File: src/rtl/vdrop_pkg.sv
package vdrop_pkg;

  localparam int NCH  = 3;  // channel index == status bit
  localparam int CH_WB = 0;
  localparam int CH_WA = 1;
  localparam int CH_CR = 2;

  localparam int NOUT = 4;  // output index == output-status bit
  localparam int O_THR = 0;
  localparam int O_DCR = 1;
  localparam int O_DB  = 2;
  localparam int O_DA  = 3;

  localparam int A_STATUS   = 0;
  localparam int A_FLAGS    = 1;
  localparam int A_MASK     = 2;
  localparam int A_OUTSTAT  = 3;
  localparam int A_CFG_BASE = 4;
  localparam int A_BEH_BASE = 8;

  localparam int LEN_W = 5;

  // Debounce length for a 3-bit field: 1 for 0, otherwise 3*f-1.
  function automatic logic [LEN_W-1:0] dbnc_cycles(input logic [2:0] f);
    logic [LEN_W-1:0] t;
    t = {{(LEN_W-3){1'b0}}, f};
    if (f == 3'd0) return LEN_W'(1);
    return t + t + t - LEN_W'(1);
  endfunction

  function automatic logic [7:0] cfg_keep(input int ch);
    return (ch == CH_CR) ? 8'h1F : 8'h7F;
  endfunction

  function automatic logic [7:0] cfg_rst(input int ch);
    return (ch == CH_CR) ? 8'h18 : 8'h78;
  endfunction

  function automatic logic [7:0] beh_keep(input int o);
    return (o == O_THR) ? 8'h07 : 8'h05;
  endfunction

  function automatic logic [7:0] beh_rst(input int o);
    case (o)
      O_THR:   return 8'h06;
      O_DCR:   return 8'h00;
      default: return 8'h05;
    endcase
  endfunction

  // Next value of a protective output.
  function automatic logic out_next(input logic cause, input logic sticky,
                                    input logic cur, input logic clr);
    return cause | (sticky & cur & ~clr);
  endfunction

endpackage

File: src/rtl/vdrop_debounce.sv
module vdrop_debounce #(
  parameter int SYNC_STAGES = 2,
  parameter int LEN_W       = 5
) (
  input  logic             clk,
  input  logic             rst_n,
  input  logic             enable_i,
  input  logic             raw_i,
  input  logic [LEN_W-1:0] len_i,
  output logic             state_o,
  output logic             rise_o
);

  logic [SYNC_STAGES-1:0] sync_q;
  logic [LEN_W-1:0]       cnt_q;
  logic                   state_q;
  logic                   sampled;
  logic                   differs;
  logic                   done;

  always_ff @(posedge clk or negedge rst_n) begin
    if (!rst_n) sync_q <= '0;
    else        sync_q <= {sync_q[SYNC_STAGES-2:0], raw_i};
  end

  assign sampled = sync_q[SYNC_STAGES-1];
  assign differs = sampled != state_q;
  assign done    = cnt_q >= (len_i - LEN_W'(1));

  always_ff @(posedge clk or negedge rst_n) begin
    if (!rst_n) begin
      state_q <= 1'b0;
      cnt_q   <= '0;
    end else if (!enable_i) begin
      state_q <= 1'b0;
      cnt_q   <= '0;
    end else if (differs) begin
      if (done) begin
        state_q <= sampled;
        cnt_q   <= '0;
      end else begin
        cnt_q <= cnt_q + LEN_W'(1);
      end
    end else begin
      cnt_q <= '0;
    end
  end

  assign state_o = state_q;
  assign rise_o  = enable_i & differs & sampled & done;

endmodule

File: src/rtl/vdrop_outlatch.sv
module vdrop_outlatch (
  input  logic clk,
  input  logic rst_n,
  input  logic cause_i,
  input  logic sticky_i,
  input  logic clr_i,
  output logic out_o
);
  import vdrop_pkg::*;

  logic out_q;

  always_ff @(posedge clk or negedge rst_n) begin
    if (!rst_n) out_q <= 1'b0;
    else        out_q <= out_next(cause_i, sticky_i, out_q, clr_i);
  end

  assign out_o = out_q;

endmodule

File: src/rtl/vdrop_guard.sv
module vdrop_guard
  import vdrop_pkg::*;
#(
  parameter int SYNC_STAGES = 2,
  parameter int CRIT_DBNC   = 4,
  parameter int ADDR_W      = 4
) (
  input  logic              clk,
  input  logic              rst_n,
  input  logic [NCH-1:0]    cmp_raw_i,
  input  logic              bus_we_i,
  input  logic [ADDR_W-1:0] bus_addr_i,
  input  logic [7:0]        bus_wdata_i,
  output logic [7:0]        bus_rdata_o,
  output logic [3*NCH-1:0]  thr_code_o,
  output logic              irq_o,
  output logic              dis_a_o,
  output logic              dis_b_o,
  output logic              dis_crit_o,
  output logic              throttle_o
);

  logic [7:0]      cfg_q [NCH];
  logic [7:0]      beh_q [NOUT];
  logic [NCH-1:0]  flag_q;
  logic [NCH-1:0]  mask_q;
  logic [NCH-1:0]  live_st;
  logic [NCH-1:0]  rise;
  logic [NCH-1:0]  ch_en;
  logic [NCH-1:0]  flag_clr;
  logic [NOUT-1:0] out_cause;
  logic [NOUT-1:0] out_sticky;
  logic [NOUT-1:0] out_clr;
  logic [NOUT-1:0] out_q;

  function automatic logic hit(input logic [ADDR_W-1:0] a, input int target);
    return a == ADDR_W'(target);
  endfunction

  // Register file
  always_ff @(posedge clk or negedge rst_n) begin
    if (!rst_n) begin
      for (int c = 0; c < NCH; c++)  cfg_q[c] <= cfg_rst(c);
      for (int o = 0; o < NOUT; o++) beh_q[o] <= beh_rst(o);
      mask_q <= '0;
    end else if (bus_we_i) begin
      for (int c = 0; c < NCH; c++)
        if (hit(bus_addr_i, A_CFG_BASE + c)) cfg_q[c] <= bus_wdata_i & cfg_keep(c);
      for (int o = 0; o < NOUT; o++)
        if (hit(bus_addr_i, A_BEH_BASE + o)) beh_q[o] <= bus_wdata_i & beh_keep(o);
      if (hit(bus_addr_i, A_MASK)) mask_q <= bus_wdata_i[NCH-1:0];
    end
  end

  // Channels
  for (genvar c = 0; c < NCH; c++) begin : g_ch
    logic [LEN_W-1:0] len;
    if (c == CH_CR) begin : g_fixed
      assign len = LEN_W'(CRIT_DBNC);
    end else begin : g_prog
      assign len = dbnc_cycles(cfg_q[c][6:4]);
    end
    assign ch_en[c] = cfg_q[c][3];
    assign thr_code_o[3*c +: 3] = cfg_q[c][2:0];

    vdrop_debounce #(.SYNC_STAGES(SYNC_STAGES), .LEN_W(LEN_W)) u_dbnc (
      .clk      (clk),
      .rst_n    (rst_n),
      .enable_i (ch_en[c]),
      .raw_i    (cmp_raw_i[c]),
      .len_i    (len),
      .state_o  (live_st[c]),
      .rise_o   (rise[c])
    );
  end

  // Interrupt flags
  assign flag_clr = (bus_we_i && hit(bus_addr_i, A_FLAGS)) ? bus_wdata_i[NCH-1:0] : '0;

  always_ff @(posedge clk or negedge rst_n) begin
    if (!rst_n) flag_q <= '0;
    else        flag_q <= (flag_q & ~flag_clr) | rise;
  end

  assign irq_o = |(flag_q & ~mask_q);

  // Protective outputs
  always_comb begin
    out_cause[O_THR] = (beh_q[O_THR][0] & (live_st[CH_WA] | live_st[CH_WB]))
                     | (beh_q[O_THR][1] & live_st[CH_CR]);
    out_cause[O_DCR] = beh_q[O_DCR][0] & live_st[CH_CR] & cfg_q[CH_CR][4];
    out_cause[O_DB]  = beh_q[O_DB][0]  & live_st[CH_WB];
    out_cause[O_DA]  = beh_q[O_DA][0]  & live_st[CH_WA];
  end

  for (genvar o = 0; o < NOUT; o++) begin : g_out
    assign out_sticky[o] = beh_q[o][2];
    assign out_clr[o]    = bus_we_i & hit(bus_addr_i, A_OUTSTAT) & bus_wdata_i[o];

    vdrop_outlatch u_latch (
      .clk      (clk),
      .rst_n    (rst_n),
      .cause_i  (out_cause[o]),
      .sticky_i (out_sticky[o]),
      .clr_i    (out_clr[o]),
      .out_o    (out_q[o])
    );
  end

  assign throttle_o = out_q[O_THR];
  assign dis_crit_o = out_q[O_DCR];
  assign dis_b_o    = out_q[O_DB];
  assign dis_a_o    = out_q[O_DA];

  // Read mux
  always_comb begin
    bus_rdata_o = 8'h00;
    if (hit(bus_addr_i, A_STATUS))  bus_rdata_o = 8'(live_st);
    if (hit(bus_addr_i, A_FLAGS))   bus_rdata_o = 8'(flag_q);
    if (hit(bus_addr_i, A_MASK))    bus_rdata_o = 8'(mask_q);
    if (hit(bus_addr_i, A_OUTSTAT)) bus_rdata_o = 8'(out_q);
    for (int c = 0; c < NCH; c++)
      if (hit(bus_addr_i, A_CFG_BASE + c)) bus_rdata_o = cfg_q[c];
    for (int o = 0; o < NOUT; o++)
      if (hit(bus_addr_i, A_BEH_BASE + o)) bus_rdata_o = beh_q[o];
  end

endmodule

File: config.mk
export PLATFORM = sky130hd
export DESIGN_NAME = vdrop_guard
export DESIGN_NICKNAME = d
export VERILOG_FILES = /design/src/rtl/vdrop_pkg.sv /design/src/rtl/vdrop_debounce.sv /design/src/rtl/vdrop_outlatch.sv /design/src/rtl/vdrop_guard.sv
export SDC_FILE = /design/constraint.sdc
export NUM_CORES = 1
export LEC_CHECK = 0
export BUFFER_PORTS_ARGS = -buffer_cell sky130_fd_sc_hd__buf_2
export CORE_MARGIN = 2
export CORE_UTILIZATION = 48
export DETAILED_ROUTE_END_ITERATION = 16
export PLACE_DENSITY = 0.67
export SYNTH_ARGS = -nofsm -noshare
export SYNTH_HDL_FRONTEND = slang
export SYNTH_SLANG_ARGS = --single-unit
File: constraint.sdc
create_clock -name clk -period 3.5 [get_ports clk]
set_input_delay 0.525 -clock clk [delete_from_list [all_inputs] [get_ports clk]]
set_output_delay 0.525 -clock clk [all_outputs]
set_load 0.02 [all_outputs]
# Word level (Yosys, flattened, before mapping)
# Index checks and enable logic that the tools add are counted.
# word_totals
elab_cells,150
input_bits,18
regBits,62
output_inout_bits,22
# op_classes
n_bitwise,43
add_sub_neg,11
order_cmp,3
eq_ne,19
n_mux,36
reduce_logical,16
# ops
operator,n
8-bit 2-to-1 mux,10
5-bit 2-to-1 mux,13
1-bit AND,28
2-bit AND reduction,11
"5-bit by 1-bit subtractor with 5-bit output, second input constant",4
"4-bit equality test, second input constant",4
"5-bit by 1-bit adder with 5-bit output, second input constant",3
"4-bit by 3-bit equality test with 1-bit output, second input constant",3
"2-bit by 1-bit != test with 1-bit output, second input constant",6
1-bit 2-to-1 mux,11
4-bit by 3-bit adder with 5-bit output,2
5-bit greater-or-equal comparator,2
3-bit by 3-bit adder with 4-bit output,2
"4-bit by 2-bit equality test with 1-bit output, second input constant",2
3-bit AND,2
3-bit zero test,2
3-bit 2-to-1 mux,2
3-bit inverter,2
1-bit bitwise OR,6
"5-bit by 2-bit greater-or-equal comparator with 1-bit output, second input constant",1
"4-bit by 1-bit equality test with 1-bit output, second input constant",1
4-bit zero test,1
1-bit inverter,4
1-bit != test,3
other kinds (3),3

# Logic depth before layout (Yosys ltp)
# depth
ltp_word,12
ltp_mapped,14
depth_no_buf,14

# Hierarchy
# From an unflattened synthesis, not the netlist that was laid out.
# hier_totals
hier_cells,385
hier_area_um2,3952.5
# by_module_without_submodules
mod,cells_per_inst,area_each_um2,instances,seq_area_each_um2
vdrop_guard,226,2366.0,1,870.8
vdrop_debounce,49,480.5,3,200.2
vdrop_outlatch,3,36.3,4,25.0

# Worst setup path after synthesis
# No wires, ideal clock.
# synth_timing
path_type,register -> register
from,reg cfg_q[20] in the netlist's numbering
to,reg flag_q[0]
required_ns,3.379
n_path_buf,0
setup_ns,0.121
t_arrival_ns,2.818
stages_incl_launch_ff,13
slack_ns,0.561
period_less_slack_ns,2.939
cell_sequence,dfstp_2 inv_1 ha_1 inv_1 fa_1 xor2_1 nor3_1 xor2_1 ha_1 a21o_1 a21oi_1 o21ai_0 a22o_1
# synth_between
elab_chain_len,8
elab_cells_between_ends,10
classes_between,add/sub: 4; order compare: 1; mux: 2; bitwise: 2; reduce/logical: 1
# synth_rtl
item,line_no,text
start: declaration,vdrop_guard.sv:23,logic [7:0] cfg_q [NCH];
start signal: indexed assignment,vdrop_guard.sv:48,"if (hit(bus_addr_i, A_CFG_BASE + c)) cfg_q[c] <= bus_wdata_i & cfg_keep(c);"
3-bit by 3-bit adder with 4-bit output,vdrop_pkg.sv:28,return t + t + t - LEN_W'(1);
4-bit by 3-bit adder with 5-bit output,vdrop_pkg.sv:28,
5-bit by 1-bit subtractor with 5-bit output,vdrop_pkg.sv:28,
5-bit 2-to-1 mux (*),vdrop_pkg.sv:28,
5-bit by 1-bit subtractor with 5-bit output (*),vdrop_debounce.sv:28,assign done = cnt_q >= (len_i - LEN_W'(1));
5-bit greater-or-equal comparator (*),vdrop_debounce.sv:28,
1-bit AND (*),vdrop_debounce.sv:50,assign rise_o = enable_i & differs & sampled & done;
3-bit bitwise OR (*),vdrop_guard.sv:82,else flag_q <= (flag_q & ~flag_clr) | rise;
end signal: assignment,vdrop_guard.sv:82,
end: declaration,vdrop_guard.sv:25,logic [NCH-1:0] flag_q;
# Mark *: on every way between the ends. The rest lies on a longest branch, timed or not.
# A chain may end at the register's enable or synchronous reset.

# Worst setup path after layout
# Ends and elaborated chain as after synthesis.

==> reports/results.tsv <==
metric	value	unit
grt_max_degree	50	
clk_latency	0.34	ns
initial_core_util	49.78	%
worst_slew_pin_slew	0.5904	ns
cts_tree	yes	
fp.dieH	90.74	µm
routed_via_density	5.374	
ant_nets	0	
place.gp.congestion	0.8444	
async_flop_share	100.0	%
vias	2558	
grt_pass1_vias	2664	
clock_sinks	62	
avgSynthCellArea	10.62	µm²
cts_setup_buffers	0	
cts_buffers	9	
clkSlewWorstSetupHoldPaths	0.07	ns
antenna_found_initial	0	
ys_ff_latch	62	
synth_ff_type	dfrtp_1	
path_cells	inv_1 -> ha_1 -> inv_1 -> fa_1 -> xor2_1 -> nor3_1 -> xor2_1 -> ha_1 -> a21o_1 -> a21oi_1 -> o21ai_1 -> a22o_1	
synth_commonest_cells	46 x dfrtp_1, 30 x nand2_1, 29 x nor2_1, 22 x ha_1, 21 x mux2_2	
cts_root_buffer	clkbuf_8	
worst-path-buf-inv	2	
critPathLaunchType	flip-flop	
dp_hpwl	5313	µm
slowest_stage	dfstp_2	
cts_hold_buf	0	
nFillCells	651	
setup_violations	0	
post-synth-top-area-fraction	31.88	%
timing.fmax	315.7	MHz
row_count	31	
critPathArrivalTime	3.39	ns
ys_warn_count	0	
fin_crit	3.168	ns
ys_top_cells_by_area	dfrtp_1 32%, dfstp_2 12%, ha_1 7.6%	
fin_cells	476	
drt_iter0_drc	182	
synthCells	340	
drc	0	
drive_gt1_share	27.32	%
rsz0062_at_grt	false	
leakagePower	1.850	nW
dieArea	0.008233	mm²
grt_pass1_wl	12610	µm
grt_use_total	19.22	%
cts_resized	0	
netlist-cell-type-count	53	
powerDensity	624.5	mW/mm²
cp_top_family	adder cells	
min_path_type	input pin to async pin	
wire_per_inst	15.41	µm
path_class	flip-flop to flip-flop	
finalPower	2.519	mW
drt_wl_total	7334	µm
max-vdd-ir-drop	320.3	µV
max-slew-margin-rel	60.64	%
crit_path_end_kind	flip-flop	
crit_required	3.72	ns
yosysTopAreaCell	dfrtp_1	
gr-total-overflow	0	
setup_tns	0	ns
status	finished clean	
syn_to_final_growth	11.71	%
maxCapViolations	0	
worst_path_largest_cell_delay	0.60	ns
fin_crit_sh	90.50	%
syn_area	0.003611	mm²
hold_viol	0	
hold_ws	0.06834	ns
slew_violations	0	
yosysMostFrequentCell	dfrtp_1	
ios	40	
port_buffers	37	
dp.cells	460	
cts_buffer_depth	2	
yosysSeqAreaShare	43.52	%
dr.pass1.iters	4	
clock_skew	0.005893	ns
n_antenna_cell	0	
cp_max_fo	7	
synth_edf_count	0	
dpl_cell_area	0.003797	mm²
coreArea	0.007253	mm²
nets	413	
die_w	90.74	µm
cts_max_level	3	
design_area	0.004034	mm²
routing by layer:
layer	vias to the layer above	routed length [µm]	track usage (%)
li1	1227	-	-
met1	1260	3537	26.15
met2	60	3356	29.60
met3	11	306	3.589
met4	0	134	9.231
met5	-	0	0
state kept, by name (all words and copies together), names as in the netlist:
name,flops
flag_q,3
mask_q,3
g_ch.u_dbnc.cnt_q,15
beh_q,9
g_out.u_latch.out_o,4
g_ch.u_dbnc.sync_q,6
thr_code_o,9
g_ch.u_dbnc.state_o,3
cfg_q,10
logic make-up after synthesis:
kind of cell / after synthesis / synth area share (%)
buffers and inverters: 35 / 5.475
XOR/XNOR: 17 / 4.123
multiplexers: 44 / 13.76
adder cells (fa/ha/maj): 23 / 8.177
AO/OA/AOI/OAI: 53 / 9.806
AND/OR/NAND/NOR: 105 / 15.04
flip-flops: 62 / 43.52
other: 1 / 0.1039
power by group:
group | leakage, nW | total (mW) | internal (mW) | switching, mW
Sequential | 0.751 | 1.02 | 0.880 | 0.144
Combinational | 0.984 | 0.750 | 0.347 | 0.403
Clock | 0.115 | 0.745 | 0.473 | 0.272
Total | 1.85 | 2.52 | 1.70 | 0.819
cell type report:
class                           count  area, µm²  area share [%]
Sequential cell                    62       1572           38.96
Timing Repair Buffer               38      192.7           4.777
Clock buffer                       12      135.1           3.350
Clock inverter                      4      95.09           2.357
Inverter                           15      56.30           1.396
Multi-Input combinational cell    246       1859           46.09
Tap cell                           99      123.9           3.071
stage by stage:
| stage | util (%) | worst slack [ns] |
|---|---|---|
| after floorplan | - | 0.5607 |
| after global placement | 52.35 | 0.3758 |
| after detailed placement | 52.35 | 0.3293 |
| after CTS | 55.53 | 0.3083 |
| after global routing | 55.62 | 0.02067 |
| final | 55.62 | 0.3324 |
cells in the final DEF (no fill, tap or decap), types with 2 or more instances in the layout:
cell,instances
nand4_1,2
o21ai_1,5
nor3_1,6
nor2b_1,7
inv_1,15
dfstp_2,16
mux2_2,21
dfrtp_1,46
nand3_1,11
a22o_1,4
buf_2,37
xor2_1,12
clkbuf_1,3
bufinv_16,3
nor2_4,3
mux2_1,10
o22ai_1,2
a21oi_1,12
a21o_1,2
nor2_1,29
ha_1,22
a22oi_1,3
a32o_1,2
mux2i_1,11
clkbuf_8,9
xnor2_1,5
nand2_1,30
nand2b_1,6
o21ai_0,12
conb_1,4
a221o_1,2
worst paths after layout:
| kind | startpoint | end | depth (start not counted) | slack (ns) |
|---|---|---|---|---|
| setup / recovery | cfg_q[20]$_DFFE_PN1P_ | flag_q[0]$_DFF_PN0_ | 12 | 0.33 |
| hold / removal | rst_n | g_ch[1].u_dbnc.cnt_q[3]$_DFF_PN0_ | 1 | 0.07 |
| setup reg to reg | cfg_q[20]$_DFFE_PN1P_ | flag_q[0]$_DFF_PN0_ | 12 | 0.33 |
| hold reg to reg | g_ch[1].u_dbnc.sync_q[0]$_DFF_PN0_ | g_ch[1].u_dbnc.sync_q[1]$_DFF_PN0_ | 0 | 0.35 |
| max in group asynchronous | rst_n | g_ch[0].u_dbnc.sync_q[0]$_DFF_PN0_ | 2 | 2.54 |
| min in group clk | cmp_raw_i[0] | g_ch[0].u_dbnc.sync_q[0]$_DFF_PN0_ | 1 | 0.29 |
(Power assumes the default switching activity.)
